[src/rtl/gdiv_pkg.sv]
package gdiv_pkg;

  // Strobes from control to datapath
  typedef struct packed {
    logic startEnd;    // the start edge is happening now
    logic run;         // divider has started
    logic hold;        // suppress pulses this edge
    logic codeLoad;    // settled code ready to adopt
    logic invertNext;  // polarity in force after this edge
  } gdiv_strobe_t;

endpackage

[src/rtl/gdiv_ctrl.sv]
module gdiv_ctrl
  import gdiv_pkg::*;
#(
  parameter int CODE_W        = 4,
  parameter int START_CYCLES  = 500,
  parameter int SETTLE_CYCLES = 16
) (
  input  logic              clk,
  input  logic              porRst,
  input  logic              rstIn,
  input  logic              polIn,
  input  logic [CODE_W-1:0] codeIn,
  output gdiv_strobe_t      strobes,
  output logic [CODE_W-1:0] codeVal
);

  localparam int START_W     = $clog2(START_CYCLES);
  localparam int SETTLE_W    = $clog2(SETTLE_CYCLES);
  localparam int START_LAST  = START_CYCLES - 1;
  localparam int SETTLE_LAST = SETTLE_CYCLES - 1;

  logic [START_W-1:0]  startCnt;
  logic                running;
  logic                polReg;
  logic [CODE_W-1:0]   candCode;
  logic [SETTLE_W-1:0] stabCnt;

  logic startEnd;
  logic settled;

  assign startEnd = !running && (startCnt == START_W'(START_LAST));
  assign settled  = running && (codeIn == candCode) &&
                    (stabCnt == SETTLE_W'(SETTLE_LAST));

  always_comb begin
    strobes.startEnd   = startEnd;
    strobes.run        = running;
    strobes.hold       = running && rstIn;
    strobes.codeLoad   = settled;
    strobes.invertNext = startEnd ? polIn : polReg;
    codeVal            = startEnd ? codeIn : candCode;
  end

  always_ff @(posedge clk or posedge porRst) begin
    if (porRst) begin
      startCnt <= '0;
      running  <= 1'b0;
      polReg   <= 1'b0;
      candCode <= '0;
      stabCnt  <= '0;
    end else if (!running) begin
      // start-up window: filter tracks the input without counting
      candCode <= codeIn;
      stabCnt  <= '0;
      if (startEnd) begin
        running <= 1'b1;
        polReg  <= polIn;
      end else begin
        startCnt <= startCnt + START_W'(1);
      end
    end else begin
      if (codeIn != candCode) begin
        candCode <= codeIn;
        stabCnt  <= '0;
      end else if (stabCnt != SETTLE_W'(SETTLE_LAST)) begin
        stabCnt <= stabCnt + SETTLE_W'(1);
      end
    end
  end

endmodule

[src/rtl/gdiv_datapath.sv]
module gdiv_datapath
  import gdiv_pkg::*;
#(
  parameter int CODE_W = 4
) (
  input  logic              clk,
  input  logic              porRst,
  input  gdiv_strobe_t      strobes,
  input  logic [CODE_W-1:0] codeVal,
  output logic              divOut,
  output logic [CODE_W-1:0] activeCode
);

  localparam int CNT_W = (1 << CODE_W) - 1;

  logic [CNT_W-1:0] phaseCnt;
  logic             level;

  logic [CNT_W-1:0]  nextCnt;
  logic              nextLevel;
  logic [CODE_W-1:0] nextCode;
  logic              nextOut;
  logic [CNT_W-1:0]  term;

  // last count value of a phase: 2^N - 1 (wraps cleanly at the top code)
  function automatic logic [CNT_W-1:0] termOf(input logic [CODE_W-1:0] c);
    return (CNT_W'(1) << c) - CNT_W'(1);
  endfunction

  assign term = termOf(activeCode);

  always_comb begin
    nextLevel = 1'b0;
    nextCnt   = '0;
    if (strobes.startEnd) begin
      // inverted start: preload so the first active phase begins next edge
      nextCnt = strobes.invertNext ? '1 : '0;
    end else if (strobes.run && !strobes.hold) begin
      if (phaseCnt >= term) begin
        nextLevel = !level;
      end else begin
        nextLevel = level;
        nextCnt   = phaseCnt + CNT_W'(1);
      end
    end
    nextCode = (strobes.startEnd || strobes.codeLoad) ? codeVal : activeCode;
    nextOut  = (strobes.startEnd || strobes.run) ?
               (nextLevel ^ strobes.invertNext) : 1'b0;
  end

  always_ff @(posedge clk or posedge porRst) begin
    if (porRst) begin
      phaseCnt   <= '0;
      level      <= 1'b0;
      activeCode <= '0;
      divOut     <= 1'b0;
    end else begin
      phaseCnt   <= nextCnt;
      level      <= nextLevel;
      activeCode <= nextCode;
      divOut     <= nextOut;
    end
  end

endmodule

[src/rtl/glitchless_divider.sv]
module glitchless_divider
  import gdiv_pkg::*;
#(
  parameter int CODE_W        = 4,
  parameter int START_CYCLES  = 500,
  parameter int SETTLE_CYCLES = 16
) (
  input  logic              clk,
  input  logic              porRst,
  input  logic [CODE_W-1:0] divCode,
  input  logic              polSel,
  input  logic              pulseRst,
  output logic              divOut
);

  gdiv_strobe_t      strobes;
  logic [CODE_W-1:0] codeVal;
  logic [CODE_W-1:0] activeCode;

  gdiv_ctrl #(
    .CODE_W       (CODE_W),
    .START_CYCLES (START_CYCLES),
    .SETTLE_CYCLES(SETTLE_CYCLES)
  ) u_ctrl (
    .clk    (clk),
    .porRst (porRst),
    .rstIn  (pulseRst),
    .polIn  (polSel),
    .codeIn (divCode),
    .strobes(strobes),
    .codeVal(codeVal)
  );

  gdiv_datapath #(
    .CODE_W(CODE_W)
  ) u_dp (
    .clk       (clk),
    .porRst    (porRst),
    .strobes   (strobes),
    .codeVal   (codeVal),
    .divOut    (divOut),
    .activeCode(activeCode)
  );

endmodule

[config.mk]
export PLATFORM = sky130hd
export DESIGN_NAME = glitchless_divider
export DESIGN_NICKNAME = d
export VERILOG_FILES = /design/src/rtl/gdiv_pkg.sv /design/src/rtl/gdiv_ctrl.sv /design/src/rtl/gdiv_datapath.sv /design/src/rtl/glitchless_divider.sv
export SDC_FILE = /design/constraint.sdc
export NUM_CORES = 1
export LEC_CHECK = 0
export BUFFER_PORTS_ARGS = -buffer_cell sky130_fd_sc_hd__buf_4
export CAP_MARGIN = 20
export CORE_ASPECT_RATIO = 1.5
export CORE_MARGIN = 2
export CORE_UTILIZATION = 25
export CTS_BUF_LIST = sky130_fd_sc_hd__clkbuf_8
export DETAILED_ROUTE_END_ITERATION = 16
export GPL_TIMING_DRIVEN = 0
export PLACE_DENSITY_LB_ADDON = 0.12
export SLEW_MARGIN = 25
export SYNTH_ARGS = -nofsm -noshare
export SYNTH_HDL_FRONTEND = slang
export SYNTH_SLANG_ARGS = --single-unit
[constraint.sdc]
create_clock -name clk -period 4 [get_ports clk]
set_clock_uncertainty 0.2 [all_clocks]
set_input_delay 1.2 -clock clk [delete_from_list [all_inputs] [get_ports clk]]
set_output_delay 1.2 -clock clk [all_outputs]
set_load 0.1 [all_outputs]
After elaboration in Yosys (flattened, before gate mapping):

Index checks and enable logic that the tools add are counted.

* ROM bits: 0
* RAM bits: 0
* memories kept: 0
* logic and storage cells: 53
* bits in registers: 40
* output and inout bits: 1
* bits of input ports: 8
* latch bits: 0

* multiplexer cells: 17
* bitwise logic cells: 3
* shifts and indexed selects: 1
* magnitude comparators: 1
* eq/ne operators: 7
* reduce and logical (&&, ||, !) cells: 11
* add/sub/neg operators: 4
* $mul: 0
* div/mod/pow operators: 0

Operators with widths (count)
* 15-bit 2-to-1 mux: 4
* 4-bit 2-to-1 mux: 6
* 15-bit by 1-bit adder with 15-bit output (second input constant): 1
* 15-bit >= comparator: 1
* 1-bit by 4-bit left shift with 15-bit output (first input constant): 1
* 15-bit by 2-bit subtractor with 15-bit output (second input constant): 1
* 9-bit by 1-bit adder with 9-bit output (second input constant): 1
* 9-bit == test (second input constant): 1
* 1-bit 2-to-1 mux: 7
* 1-bit logical AND: 5
* 4-bit by 1-bit adder with 4-bit output (second input constant): 1
* 4-bit == test: 1
* 4-bit == test (second input constant): 1
* 4-bit inequality test: 1
* 4-bit inequality test (second input constant): 1
* 1-bit logical NOT: 3
* 3-bit inequality test (second input constant): 1
* 1-bit logical OR: 2
* 2-bit inequality test (second input constant): 1
* 1-bit NOT: 2
* 2-bit AND reduction: 1
* 1-bit bitwise XOR: 1

Depth between registers and ports, before layout:

* depth after elaboration: 8
* gate-level depth with buffers: 16
* mapped depth without buffers: 13

Cells and area by module:

A second synthesis with hierarchy kept.

* cell total of the unflattened synthesis: 237
* area, all modules: 2408.6 um^2

By module, submodules not included
* gdiv_datapath: area an instance 1451.4 um^2, times used 1, sequential area each 525.5 um^2, cells an instance 155
* gdiv_ctrl: area an instance 957.2 um^2, times used 1, sequential area each 475.5 um^2, cells an instance 82

Worst setup path after synthesis:

No wires, ideal clock.

* path type: flip-flop to flip-flop
* start: reg u_dp.activeCode[1]
* end: reg u_dp.divOut
* slack: 348 ps
* library setup time: 79 ps
* buffers on the path: 2
* clock period less this slack: 3652 ps
* stages on the path, launching flop included: 16
* arrival time: 3373 ps
* data required time: 3721 ps
* cell sequence: dfrtp_1 -> clkbuf_1 -> or2_2 -> or3_1 -> ha_1 -> clkbuf_1 -> nor3_1 -> a21oi_1 -> a2bb2oi_1 -> ha_1 -> and4_1 -> nand2_1 -> o221ai_1 -> a211oi_2 -> mux2i_1 -> mux2i_1

* cells in the longest elaborated chain, start to end: 8

Ends and longest elaborated chain
* start, declared: line gdiv_datapath.sv:11 `output logic [CODE_W-1:0] activeCode`
* start signal, assigned: line gdiv_datapath.sv:60 `activeCode <= nextCode;`
* 1-bit by 4-bit left shift with 15-bit output: line gdiv_datapath.sv:27 `return (CNT_W'(1) << c) - CNT_W'(1);`
* 15-bit by 2-bit subtractor with 15-bit output: line gdiv_datapath.sv:27
* 15-bit >= comparator: line gdiv_datapath.sv:39 `if (phaseCnt >= term) begin`
* 1-bit 2-to-1 mux: line gdiv_datapath.sv:39
* 1-bit 2-to-1 mux: line gdiv_datapath.sv:38 `end else if (strobes.run && !strobes.hold) begin`
* 1-bit 2-to-1 mux: line gdiv_datapath.sv:35 `if (strobes.startEnd) begin`
* named net u_dp.nextLevel: line gdiv_datapath.sv:20 `logic nextLevel;`
* 1-bit bitwise XOR: line gdiv_datapath.sv:48 `(nextLevel ^ strobes.invertNext) : 1'b0;`
* 1-bit 2-to-1 mux: line gdiv_datapath.sv:47 `nextOut = (strobes.startEnd || strobes.run) ?`
* named net u_dp.nextOut: line gdiv_datapath.sv:22 `logic nextOut;`
* end signal, assigned: line gdiv_datapath.sv:61 `divOut <= nextOut;`
* end, declared: line gdiv_datapath.sv:10 `output logic divOut,`

The timed path passes the listed nets, and every way through them passes these cells.
A chain may end at the register's enable or synchronous reset.

Worst setup path in the final report:

Same ends and word-level chain as after synthesis.

==> metrics list <==
- The flow ran to the end, and the final reports show no timing, DRC or antenna violations.
- Floorplan row count: 43
* Share of the synthesized area in the top cell type: 0.4315
- TritonCTS built the clock tree.
- Total Wirelength: 5010 um
- The initial antenna violation count was 0.
- After layout, the worst setup slack is 0.1882 ns.
- Clock sink count: 40
- Max-cap violations in this run came to 0.
* Overall Global Routing Usage: 0.1139
* Endpoint of the worst-slack reg-to-reg timing path: u_dp.divOut
* Arrival time at the worst endpoint: 3.83 ns
- 1st-pass router iterations: 4
- Synth cell count leaders: dfrtp_1 (40), nand2_1 (22), o21ai_0 (22)
- Post-detailed-route wirelength per cell: 13.84 um
- Average cell area after synthesis: 9.871 um2
- Ratio of routed vias to standard cells: about 4.6
* Clock transition at the registers of the reported paths: ~0.08 ns
- Number of violations reported at the end of detailed-routing iteration 0: 64
- The design draws 691.6 uW.
- The synthesized design contains 0 enable-type register cells.
* Kind of start point of the critical path: register
* First-pass GRT wire length: around 8600 um
* Crit path max-delay cell type: dfrtp_2
* Syn Inst Count: about 240
- The number of global-route vias before repair was 1694.
- Pre-CTS setup slack: -0.09076 ns
- Counting both buffers and inverters, the worst setup path holds a total of 1.
- In this run the worst hold path is classified as register to register.
- Total number of H-tree levels: 2
- Most frequently used cell type in the post-synthesis netlist: dfrtp_1
* Met3 wirelength from detailed routing: 97 um
* Final layout net count: 277
* Chain of cells forming the critical path: or2_2 -> or3_1 -> ha_1 -> nor3_1 -> a21oi_1 -> a2bb2oi_1 -> ha_1 -> and4_1 -> nand2_1 -> o221ai_1 -> a211oi_2 -> buf_4 -> mux2i_2 -> mux2i_1
- Worst max-slew margin expressed relative to the limit: 0.7130
* Number of buffer cells added on primary ports: 8
* Height of the chip: between 100 and 150 um
* Post-layout minimum cycle time: 3.812 ns
- Post-synthesis sequential area ratio: 0.4315
* Total count of hold-check failures in the final report: 0
* Met2 Wirelength: 2597 um
* Cell type with the highest occurrence count on the critical path: ha_1
- Final critical-path share of the clock period: 0.9529
- The worst hold path terminates at u_ctrl.startCnt[7].
* Largest area contributor in the synthesized netlist: dfrtp_1
* Uppermost metal layer occupied by signal nets: met4
- Worst setup path category: register to register
* Gp weighted congestion: about 0.75
- Seq cells post-synth: 40
* Async set or reset register ratio after synthesis: 1.000
* Largest stage delay, worst path: 0.48 ns
- Layout area overhead: 13.05%
- The worst hold path begins at u_ctrl.startCnt[7].
* Unique cell type count in the Yosys netlist: a little over 40
* Number of nets in the synthesized netlist: 262
- For this run, the number of Yosys warnings is 0.
- At the worst endpoint, the required time is 4.02 ns.
- Entering global routing, the biggest net connects 27 pins.
- The later pin in the worst-skew pair is clocked with a latency of 0.30 ns.
- IR analysis of the VDD net gives a maximum drop of 0.2007 mV.
- Clock Path Buffers: 2
* Cell family with the largest share of critical-path delay: simple AND/OR/NAND/NOR gates
- Core outline area: 0.009146 mm2
* Most used flip-flop cell after synthesis: dfrtp_1
* Remaining antenna violation count after routing: 0
* Clock buffer count from CTS: 5
- In the routed design, unresolved DRC markers number 0.
- Initial Utilization: 0.2536
- Flop-to-flop setup slack: around 0.19 ns
- Antenna diodes: 0
- For this design the ratio of total power to cell area is 263.7 mW/mm2.
- Endpoint kind of the worst setup timing path: register
* # setup viols final: 0
* Cell depth of the worst hold path: 1
- Vias: around 1700
* Worst slew pin tran: 0.4300 ns
- Sum of overflow across all layers after global routing: 0
- Met1 wire length: between 2000 and 2500 um
- 9 I/O pins were placed.
* Top achievable clock speed: 262.3 MHz
- Share of final-layout standard cells stronger than drive strength 1: 0.1120
- Floorplan die width: between 80 and 90 um
* Largest fanout of any net on the critical path: 10
* Leakage dissipation: between 0.001 and 0.0015 uW
- Cell area after synthesis: ~0.0023 mm2
- The number of slew-limit violations in the final report was 0.
* Post-detailed-placement cell area: 0.002540 mm2
- Die area: 0.01008 mm2
- In this run the critical register-to-register path is launched from u_dp.activeCode[1].
- The wire-length estimate of the detail-placed layout is 3793 um.
* Synth area leaders: dfrtp_1 (43%), ha_1 (10%), xor2_1 (5.3%)
* Final core utilization: 0.2867
- Buffer cell driving the clock tree root: clkbuf_8
- Number of cells on the worst reg-to-reg path: 14
- The finished cells cover about 0.0026 mm2.
==> per-stage QoR <==
stage | cells | setup TNS [ns] | hold slack [ns]
floorplan | 235 | 0 | 0.2382
global placement | 355 | -0.4694 | 0.2731
detailed placement | 356 | -0.3791 | 0.2791
CTS | 361 | 0 | 0.2952
global route | 362 | -0.01196 | 0.3101
finish | 362 | 0 | 0.2840
==> report_power, final <==
part	leakage, uW	internal, uW	switching, uW
registers	0.000528	406	1.36
logic	0.000535	10.1	13.2
clock network	0.0000452	116	145
total	0.00111	532	159
==> flip-flops by register name (all words and copies together) (netlist names) <==
| name | count |
|---|---|
| u_dp.divOut | 1 |
| u_ctrl.stabCnt | 4 |
| u_ctrl.candCode | 4 |
| u_dp.level | 1 |
| u_ctrl.running | 1 |
| u_ctrl.polReg | 1 |
| u_dp.phaseCnt | 15 |
| u_ctrl.startCnt | 9 |
| u_dp.activeCode | 4 |
==> cell usage in the layout (no fill, tap or decap), types with 7 or more instances in the layout <==
cell type  synthesis  routed
nor3_1             7       7
nand2_1           22      22
nand3_1           11      11
nand4_1            7       7
nor2_1            10      10
xnor2_1           13      13
o21ai_0           22      22
a21oi_1            7       7
ha_1              19      19
dfrtp_1           40      39
buf_4              0       9
inv_1              8       8
xor2_1            14      14
==> worst max-delay path by stage <==
| stage | slack, ns | start | end | depth (start not counted) |
|---|---|---|---|---|
| floorplan | 0.35 | u_dp.activeCode[1] | u_dp.divOut | 15 |
| global placement | -0.11 | u_dp.activeCode[1] | u_dp.divOut | 15 |
| detailed placement | -0.09 | u_dp.activeCode[1] | u_dp.divOut | 15 |
| CTS | 0.09 | u_dp.activeCode[1] | u_dp.divOut | 13 |
| global route | -0.01 | u_dp.activeCode[1] | u_dp.divOut | 14 |
| finish | 0.19 | u_dp.activeCode[1] | u_dp.divOut | 14 |
==> area by class of cell <==
type | count | area, um2
repair buffers | 10 | 87.58
plain buffers | 8 | 38.79
inverters | 8 | 30.03
clock buffers | 5 | 68.82
clock inverters | 2 | 8.758
well taps | 112 | 140.1
multi-input cells | 177 | 1246
fillers | 991 | 6524
flip-flops and latches | 40 | 1002
==> timing repair <==
item | CTS | global route
endpoints found under the hold margin | 0 | 0
gates resized for setup | 1 | 1
setup endpoints to repair | 11 | 6
buffers inserted | 0 | 1
pin swaps | 1 | 1
gates cloned | 0 | 0
hold buffers | 0 | 0
==> layer usage <==
| layer | track usage | up-vias |
|---|---|---|
| met5 | 0 | - |
| met4 | 0.04918 | 0 |
| met3 | 0.02519 | 7 |
| met2 | 0.1880 | 10 |
| met1 | 0.1402 | 773 |
| li1 | - | 861 |
==> cell families after synthesis <==
| kind of cell | Yosys count | synth area share |
|---|---|---|
| and+or+nand+nor | 77 | 0.1742 |
| AOI/OAI and AO/OA | 46 | 0.1219 |
| DFF | 40 | 0.4315 |
| xor gates and xnor gates | 27 | 0.1019 |
| adders and majority gates | 19 | 0.1025 |
| buffers and inverters | 18 | 0.03290 |
| muxes | 8 | 0.03506 |
(Power assumes the default switching activity.)
